===== src/rtl/txdma_pkg.sv =====
// Shared types and helpers for the transmit DMA channel.
// Assumes size code 3 behaves as 32-bit.
package txdma_pkg;

    localparam int WORD_W = 32;

    typedef enum logic [1:0] {
        ST_IDLE  = 2'd0,
        ST_READ  = 2'd1,
        ST_DRAIN = 2'd2,
        ST_NEXT  = 2'd3
    } seq_state_e;

    // Address increment for one word of the given size code.
    function automatic logic [2:0] size_step(input logic [1:0] sz);
        case (sz)
            2'd0:    return 3'd1;
            2'd1:    return 3'd2;
            default: return 3'd4;
        endcase
    endfunction

    // Keep only the bits that belong to a word of the given size code.
    function automatic logic [WORD_W-1:0] size_trim(input logic [1:0] sz,
                                                    input logic [WORD_W-1:0] d);
        case (sz)
            2'd0:    return d & 32'h0000_00FF;
            2'd1:    return d & 32'h0000_FFFF;
            default: return d;
        endcase
    endfunction

endpackage


===== src/rtl/txdma_fifo.sv =====
// Synchronous FIFO between memory returns and the peripheral.
// Assumes the writer never pushes into a full FIFO, because the reader throttles requests.
// flush empties the FIFO in one cycle.
module txdma_fifo #(
    parameter  int DEPTH = 8,
    parameter  int W     = 34,
    localparam int CNT_W = $clog2(DEPTH + 1),
    localparam int PTR_W = (DEPTH > 1) ? $clog2(DEPTH) : 1
) (
    input  logic             clk,
    input  logic             rst_n,
    input  logic             flush,
    input  logic             push,
    input  logic [W-1:0]     wdata,
    input  logic             pop,
    output logic [W-1:0]     rdata,
    output logic [CNT_W-1:0] cnt,
    output logic             empty
);

    logic [W-1:0]     store [DEPTH];
    logic [PTR_W-1:0] wr_ptr;
    logic [PTR_W-1:0] rd_ptr;

    function automatic logic [PTR_W-1:0] ptr_adv(input logic [PTR_W-1:0] p);
        return (p == PTR_W'(DEPTH - 1)) ? '0 : p + 1'b1;
    endfunction

    // Write the incoming word into the slot at the write pointer.
    always_ff @(posedge clk) begin
        if (push && !flush) store[wr_ptr] <= wdata;
    end

    // Move the pointers and the occupancy count; flush resets all three.
    always_ff @(posedge clk) begin
        if (!rst_n || flush) begin
            wr_ptr <= '0;
            rd_ptr <= '0;
            cnt    <= '0;
        end else begin
            if (push) wr_ptr <= ptr_adv(wr_ptr);
            if (pop)  rd_ptr <= ptr_adv(rd_ptr);
            case ({push, pop})
                2'b10:   cnt <= cnt + 1'b1;
                2'b01:   cnt <= cnt - 1'b1;
                default: cnt <= cnt;
            endcase
        end
    end

    assign rdata = store[rd_ptr];
    assign empty = (cnt == '0);

    AST_FIFO_NO_OVERFLOW: assert property (@(posedge clk) disable iff (!rst_n)
        (push && !pop) |-> (cnt != CNT_W'(DEPTH)));
    AST_FLUSH_EMPTIES: assert property (@(posedge clk) disable iff (!rst_n)
        flush |=> empty);

endmodule


===== src/rtl/txdma_reader.sv =====
// Address and word-count generator for the active unit.
// Issues one read per cycle while FIFO slots, counting reads in flight, remain.
// Assumes memory returns arrive in request order.
// Returns are pushed only while the channel is active in the read phase.
module txdma_reader
    import txdma_pkg::*;
#(
    parameter  int AW    = 32,
    parameter  int CW    = 16,
    parameter  int DEPTH = 8,
    localparam int CNT_W = $clog2(DEPTH + 1),
    localparam int SUM_W = CNT_W + 1
) (
    input  logic             clk,
    input  logic             rst_n,
    input  logic             active,
    input  logic             load,
    input  logic [AW-1:0]    load_addr,
    input  logic [CW-1:0]    load_cnt,
    input  logic [1:0]       size,
    input  logic [CNT_W-1:0] fifo_cnt,
    input  logic             mem_rvalid,
    output logic             mem_req,
    output logic [AW-1:0]    mem_addr,
    output logic             push,
    output logic [CNT_W-1:0] inflight,
    output logic             fetched
);

    logic [AW-1:0]    addr_q;
    logic [CW-1:0]    left_q;
    logic [SUM_W-1:0] occupancy;

    assign occupancy = SUM_W'(fifo_cnt) + SUM_W'(inflight);
    assign mem_req   = active && (left_q != '0) && (occupancy < SUM_W'(DEPTH));
    assign push      = mem_rvalid && active;
    assign fetched   = (left_q == '0) && (inflight == '0);
    assign mem_addr  = addr_q;

    // Load a new unit, or step the address and count on each issued read.
    always_ff @(posedge clk) begin
        if (!rst_n) begin
            addr_q <= '0;
            left_q <= '0;
        end else if (load) begin
            addr_q <= load_addr;
            left_q <= load_cnt;
        end else if (mem_req) begin
            addr_q <= addr_q + AW'(size_step(size));
            left_q <= left_q - 1'b1;
        end
    end

    // Count reads issued but not yet returned, including ones to be discarded.
    always_ff @(posedge clk) begin
        if (!rst_n) begin
            inflight <= '0;
        end else begin
            case ({mem_req, mem_rvalid})
                2'b10:   inflight <= inflight + 1'b1;
                2'b01:   inflight <= inflight - 1'b1;
                default: inflight <= inflight;
            endcase
        end
    end

    AST_ADDR_STEP: assert property (@(posedge clk) disable iff (!rst_n)
        mem_req |=> (mem_addr == $past(mem_addr) + AW'(size_step($past(size)))));

endmodule


===== src/rtl/txdma_ctrl.sv =====
// Work-unit sequencer plus status bits.
// Holds the attributes of the current unit.
// Decides when a unit completes, depending on its sync bit.
// Checks continuous transitions for attribute mismatches.
// Assumes the reader reports 'fetched' once every read has returned.
module txdma_ctrl
    import txdma_pkg::*;
(
    input  logic       clk,
    input  logic       rst_n,
    input  logic       ch_en,
    input  logic       desc_valid,
    input  logic [1:0] desc_size,
    input  logic       desc_dir,
    input  logic       desc_space,
    input  logic       desc_sync,
    input  logic       desc_irq_en,
    input  logic       desc_stop,
    input  logic       fetched,
    input  logic       fifo_empty,
    input  logic       inflight_zero,
    input  logic       done_clr,
    output logic       desc_ready,
    output logic       load,
    output logic       active,
    output logic       busy,
    output logic [1:0] cur_size,
    output logic       cur_space,
    output logic       cur_sync,
    output logic       sts_done,
    output logic       sts_err,
    output logic       irq
);

    seq_state_e state_q, state_d;
    logic       cur_dir, cur_irq_en, cur_stop;
    logic       irq_sel_q;
    logic       accept, mismatch, cmpl;

    assign desc_ready = ch_en && ((state_q == ST_IDLE && fifo_empty && inflight_zero)
                                  || state_q == ST_NEXT);
    assign accept   = desc_valid && desc_ready;
    assign mismatch = (state_q == ST_NEXT) && !cur_sync &&
                      ((desc_size != cur_size) || (desc_dir != cur_dir) ||
                       (desc_space != cur_space));
    assign load     = accept && !mismatch;
    assign cmpl     = ch_en && (((state_q == ST_READ) && fetched && !cur_sync) ||
                                ((state_q == ST_DRAIN) && fifo_empty));
    assign active   = ch_en && (state_q == ST_READ);
    assign busy     = (state_q == ST_READ) || (state_q == ST_DRAIN);
    assign irq      = sts_done && irq_sel_q;

    // Choose the next sequencer state; losing the enable always idles the channel.
    always_comb begin
        state_d = state_q;
        if (!ch_en) begin
            state_d = ST_IDLE;
        end else begin
            case (state_q)
                ST_IDLE:  if (load) state_d = ST_READ;
                ST_READ:  if (fetched)
                              state_d = cur_sync ? ST_DRAIN : (cur_stop ? ST_IDLE : ST_NEXT);
                ST_DRAIN: if (fifo_empty) state_d = cur_stop ? ST_IDLE : ST_NEXT;
                ST_NEXT:  if (accept) state_d = mismatch ? ST_IDLE : ST_READ;
                default:  state_d = ST_IDLE;
            endcase
        end
    end

    // Register the state and capture the attributes of each accepted unit.
    always_ff @(posedge clk) begin
        if (!rst_n) begin
            state_q    <= ST_IDLE;
            cur_size   <= 2'd0;
            cur_dir    <= 1'b0;
            cur_space  <= 1'b0;
            cur_sync   <= 1'b0;
            cur_irq_en <= 1'b0;
            cur_stop   <= 1'b0;
        end else begin
            state_q <= state_d;
            if (load) begin
                cur_size   <= desc_size;
                cur_dir    <= desc_dir;
                cur_space  <= desc_space;
                cur_sync   <= desc_sync;
                cur_irq_en <= desc_irq_en;
                cur_stop   <= desc_stop;
            end
        end
    end

    // Sticky done and error flags; a completion in the same cycle beats a clear.
    always_ff @(posedge clk) begin
        if (!rst_n) begin
            sts_done  <= 1'b0;
            sts_err   <= 1'b0;
            irq_sel_q <= 1'b0;
        end else begin
            if (cmpl) begin
                sts_done  <= 1'b1;
                irq_sel_q <= cur_irq_en;
            end else if (done_clr) begin
                sts_done <= 1'b0;
            end
            if (accept && mismatch) sts_err <= 1'b1;
            else if (done_clr)      sts_err <= 1'b0;
        end
    end

    AST_SYNC_NEXT_DRAINED: assert property (@(posedge clk) disable iff (!rst_n)
        (state_q == ST_NEXT && cur_sync) |-> fifo_empty);
    AST_ERR_GOES_IDLE: assert property (@(posedge clk) disable iff (!rst_n)
        (accept && mismatch) |=> (state_q == ST_IDLE && sts_err));
    AST_DONE_STICKY: assert property (@(posedge clk) disable iff (!rst_n)
        (sts_done && !done_clr) |=> sts_done);

endmodule


===== src/rtl/txdma_chan.sv =====
// Transmit DMA channel top level.
// Wires the sequencer, the read generator and the output FIFO together.
// Each FIFO entry carries the trimmed data word and its size code.
// Assumes memory reads are always accepted and return in request order.
module txdma_chan
    import txdma_pkg::*;
#(
    parameter  int AW    = 32,
    parameter  int CW    = 16,
    parameter  int DEPTH = 8,
    localparam int CNT_W = $clog2(DEPTH + 1),
    localparam int ENT_W = WORD_W + 2
) (
    input  logic              clk,
    input  logic              rst_n,
    input  logic              ch_en,
    input  logic              desc_valid,
    output logic              desc_ready,
    input  logic [AW-1:0]     desc_addr,
    input  logic [CW-1:0]     desc_count,
    input  logic [1:0]        desc_size,
    input  logic              desc_dir,
    input  logic              desc_space,
    input  logic              desc_sync,
    input  logic              desc_irq_en,
    input  logic              desc_stop,
    output logic              mem_req,
    output logic [AW-1:0]     mem_addr,
    output logic [1:0]        mem_size,
    output logic              mem_space,
    input  logic              mem_rvalid,
    input  logic [WORD_W-1:0] mem_rdata,
    output logic              per_valid,
    input  logic              per_ready,
    output logic [WORD_W-1:0] per_data,
    output logic [1:0]        per_size,
    input  logic              done_clr,
    output logic              sts_run,
    output logic              sts_done,
    output logic              sts_err,
    output logic              irq
);

    logic             load, active, busy, fetched, push, fifo_empty, cur_sync;
    logic [1:0]       cur_size;
    logic             cur_space;
    logic [CNT_W-1:0] fifo_cnt, inflight;
    logic [ENT_W-1:0] fifo_rd;

    txdma_ctrl u_ctrl (
        .clk(clk), .rst_n(rst_n), .ch_en(ch_en), .desc_valid(desc_valid),
        .desc_size(desc_size), .desc_dir(desc_dir), .desc_space(desc_space),
        .desc_sync(desc_sync), .desc_irq_en(desc_irq_en), .desc_stop(desc_stop),
        .fetched(fetched), .fifo_empty(fifo_empty), .inflight_zero(inflight == '0),
        .done_clr(done_clr), .desc_ready(desc_ready), .load(load), .active(active),
        .busy(busy), .cur_size(cur_size), .cur_space(cur_space), .cur_sync(cur_sync),
        .sts_done(sts_done), .sts_err(sts_err), .irq(irq)
    );

    txdma_reader #(.AW(AW), .CW(CW), .DEPTH(DEPTH)) u_reader (
        .clk(clk), .rst_n(rst_n), .active(active), .load(load),
        .load_addr(desc_addr), .load_cnt(desc_count), .size(cur_size),
        .fifo_cnt(fifo_cnt), .mem_rvalid(mem_rvalid), .mem_req(mem_req),
        .mem_addr(mem_addr), .push(push), .inflight(inflight), .fetched(fetched)
    );

    txdma_fifo #(.DEPTH(DEPTH), .W(ENT_W)) u_fifo (
        .clk(clk), .rst_n(rst_n), .flush(!ch_en), .push(push),
        .wdata({cur_size, size_trim(cur_size, mem_rdata)}),
        .pop(per_valid && per_ready), .rdata(fifo_rd), .cnt(fifo_cnt),
        .empty(fifo_empty)
    );

    assign per_valid = !fifo_empty;
    assign per_data  = fifo_rd[WORD_W-1:0];
    assign per_size  = fifo_rd[ENT_W-1:WORD_W];
    assign mem_size  = cur_size;
    assign mem_space = cur_space;
    assign sts_run   = busy || !fifo_empty || (inflight != '0);

    AST_SYNC_DONE_RUN: assert property (@(posedge clk) disable iff (!rst_n)
        ($rose(sts_done) && cur_sync) |-> !sts_run);

endmodule


===== config.mk =====
export PLATFORM = sky130hd
export DESIGN_NAME = txdma_chan
export DESIGN_NICKNAME = d
export VERILOG_FILES = /design/src/rtl/txdma_pkg.sv /design/src/rtl/txdma_fifo.sv /design/src/rtl/txdma_reader.sv /design/src/rtl/txdma_ctrl.sv /design/src/rtl/txdma_chan.sv
export SDC_FILE = /design/constraint.sdc
export NUM_CORES = 1
export LEC_CHECK = 0
export BUFFER_PORTS_ARGS = -buffer_cell sky130_fd_sc_hd__buf_2
export CAP_MARGIN = 0
export CORE_UTILIZATION = 30
export CTS_CLUSTER_SIZE = 25
export DETAILED_ROUTE_END_ITERATION = 8
export PLACE_DENSITY = 0.58
export SLEW_MARGIN = 5
export SYNTH_ARGS = -nofsm -noshare
export SYNTH_HDL_FRONTEND = slang
export SYNTH_SLANG_ARGS = --single-unit

===== constraint.sdc =====
create_clock -name clk -period 4.8 [get_ports clk]
set_clock_uncertainty 0.15 [all_clocks]
set_input_delay 0.24 -clock clk [delete_from_list [all_inputs] [get_ports clk]]
set_output_delay 0.24 -clock clk [all_outputs]
set_load 0.05 [all_outputs]

==> results.sh <==
export IMPL_grt_first_pass_wirelength_mm=57.0
export IMPL_drt_iter0_markers=544
export IMPL_cts_root_buf="clkbuf_16"
export IMPL_status="finished clean"
export IMPL_multi_input_area_sq_mm=0.00492
export IMPL_clockBufferDepth=3
export IMPL_fin_area_sq_mm=0.0185
export IMPL_via_per_inst=4.94
export IMPL_syn_inst=984
export IMPL_max_stage_delay_ns=0.84
export IMPL_cp_max_fo=36
export IMPL_cp_start_kind="register"
export IMPL_syn_area_per_cell_sq_um=15.2
export IMPL_cap_viol_max_count=0
export IMPL_yosysSeqAreaShare=0.651
export IMPL_finalMaxSlewViolations=0
export IMPL_clk_latency_ns=0.56
export IMPL_hold_violations=0
export IMPL_synth_ff_type="edfxtp_1"
export IMPL_instances_no_fill=1925
export IMPL_die_w_um=225
export IMPL_core_area_sq_mm=0.0490
export IMPL_wl_mm=37.2
export IMPL_tightest_slew_ns=1.20
export IMPL_die_area_sq_mm=0.0506
export IMPL_synth_top_area_share=0.548
export IMPL_start_util=0.305
export IMPL_synth_seq_cells=349
export IMPL_crit_slowest_cell="dfxtp_4"
export IMPL_drive_gt1_frac=0.289
export IMPL_leakagePower_nw=6.50
export IMPL_slew_headroom=0.195
export IMPL_place_inst=1780
export IMPL_p_clk_frac=0.416
export IMPL_synth_edff_count=272
export IMPL_postSynthNetCount=1102
export IMPL_cp_cell_sequence="buf_12, mux4_2, mux2_2, buf_2"
export IMPL_yosysWarnings=0
export IMPL_seqCellArea_sq_mm=0.00972
export IMPL_pin_count=170
export IMPL_path_clk_slew_ns=0.06
export IMPL_cts_buffers=39
export IMPL_place_area_sq_mm=0.0166
export IMPL_total_power_mw=6.92
export IMPL_gp_congestion=0.821
export IMPL_layout_cells_most_common_list="edfxtp_1 (272), buf_2 (169), dlygate4sd3_1 (74), dfxtp_1 (74), mux4_2 (68)"
export IMPL_power_frac_comb=0.095
export IMPL_intPower_mw=5.19
export IMPL_port_buffers=169
export IMPL_fin_crit_ns=3.26
export IMPL_final_common_cell="edfxtp_1"
export IMPL_syn_area_sq_mm=0.0149
export IMPL_ys_async_sr_fraction=0
export IMPL_max_freq_ghz=0.307
export IMPL_firstDrtPassIters=6
export IMPL_hold_class="input port to register"
export IMPL_final_util=0.378
export IMPL_finalCritPeriodShare=0.678
export IMPL_synth_area_leaders="edfxtp_1 (55%), dfxtp_1 (10%), mux4_2 (10%), mux2_2 (2.6%), o21ai_0 (2.1%)"
export IMPL_wl_per_cell_um=19.3
export IMPL_fillers=4673
export IMPL_cts_tree="done"
export IMPL_post_cts_buffers=0
export IMPL_setup_viol=0
export IMPL_grt_start_max_net_pins=57
export IMPL_sequentialPowerShare=0.489
export IMPL_drcViolationCount=0
export IMPL_gr_total_overflow=0
export IMPL_worstPathRequired_ns=4.41
export IMPL_nets=1349
export IMPL_p_sw_frac=0.249
export IMPL_tns_ns=0
export IMPL_peakVddDrop_mv=0.254
export IMPL_ant_nets=0
export IMPL_power_density_mw_per_mm2=374
export IMPL_htree_levels=2
export IMPL_end_kind="primary output"
export IMPL_synth_distinct_cells=65
export IMPL_cp_num_buf_inv=2
export IMPL_syn2layout_area_growth_pct=24.2
export IMPL_p_switching_mw=1.72
export IMPL_vias=9517
export IMPL_cp_top_family="multiplexers"
export IMPL_grt_pass1_vias=9793
export IMPL_die_y_um=225
export IMPL_arrival_ns=2.87
export IMPL_yosys_area_top_type="edfxtp_1"
export IMPL_rsz0062_at_grt="false"
export IMPL_rows=81
export IMPL_antenna_found_initial=2
export IMPL_numClockSinks=349
export IMPL_crit_type="register to primary output"
export IMPL_antennaDiodeCount=0
export IMPL_reg2reg_slack_ns=1.61
export IMPL_grt_usage=0.148
export IMPL_dpl_hpwl_mm=22.2
## logic make-up after synthesis
kind of cell	Yosys count	share of synthesized area
buf+inv	77	0.0230
fa+ha+maj	24	0.0211
xor+xnor	22	0.0129
mux	107	0.132
compound gates	190	0.0785
flops	349	0.651
simple gates	215	0.0816
## through the flow
| stage | worst slack (ns) | hold slack [ns] |
|---|---|---|
| floorplan | 0.691 | 0.189 |
| global placement | 1.74 | 0.293 |
| detailed placement | 1.64 | 0.298 |
| CTS | 1.42 | 0.000540 |
| global route | 1.33 | 0.0304 |
| finish | 1.54 | 0.0220 |
## power by group through the flow
stage	Clock [mW]	Sequential [mW]	Combinational, mW
finish	2.88	3.38	0.655
global route	3.08	3.39	0.711
global placement	0	3.44	0.600
floorplan	0	3.53	0.326
detailed placement	0	3.44	0.608
CTS	2.98	3.38	0.658
## synthesized netlist by cell type, types with 11 or more instances
cell / n
a211oi_1: 11
a21oi_1: 43
a31oi_1: 27
and2_1: 20
buf_2: 11
clkbuf_1: 35
dfxtp_1: 77
edfxtp_1: 272
ha_1: 22
inv_1: 21
mux2_2: 34
mux4_2: 68
nand2_1: 39
nand3_1: 18
nor2_1: 36
nor2b_1: 15
nor3_1: 17
o21ai_0: 64
o31ai_1: 12
or3_1: 14
xnor2_1: 17
## sequential cells by signal, indices dropped and copies added, names as in the netlist, named ones only
name,flops
u_fifo.rd_ptr,3
u_ctrl.cur_stop,1
u_ctrl.cur_space,1
u_fifo.cnt,4
u_fifo.store,272
u_ctrl.cur_size,2
u_reader.left_q,16
u_ctrl.sts_done,1
u_ctrl.cur_sync,1
u_fifo.wr_ptr,3
u_reader.inflight,4
u_ctrl.state_q,2
u_ctrl.cur_dir,1
u_reader.mem_addr,32
u_ctrl.cur_irq_en,1
u_ctrl.irq_sel_q,1
u_ctrl.sts_err,1
## layer usage
metal | GRT usage | vias up | part of all wire
li1 | - | 4401 | -
met1 | 0.192 | 4737 | 0.43
met2 | 0.250 | 311 | 0.48
met3 | 0.0359 | 64 | 0.065
met4 | 0.0345 | 4 | 0.018
met5 | 0 | - | 0.00059
## worst paths after layout
check | startpoint | depth (start not counted) | end
setup / recovery | register | 4 | per_data[23]
hold / removal | mem_rdata[30] | 2 | u_fifo.store[4][30]
setup reg to reg | u_ctrl.cur_size[1] | 9 | u_reader.mem_addr[29]
hold reg to reg | u_ctrl.cur_irq_en | 2 | u_ctrl.cur_irq_en
## layout make-up
type                            instances  share of cell area
Multi-Input combinational cell        558               0.266
Tap cell                              664              0.0449
Timing Repair Buffer                  261              0.0950
Inverter                               22             0.00459
Clock inverter                         25              0.0113
Sequential cell                       349               0.525
Clock buffer                           46              0.0541
## what timing repair did
action | CTS | global route
hold buffers | 74 | 0
hold endpoints to repair | 183 | 0
gates resized for setup | 0 | 0
No activity file was read; power rests on OpenSTA's default activity.
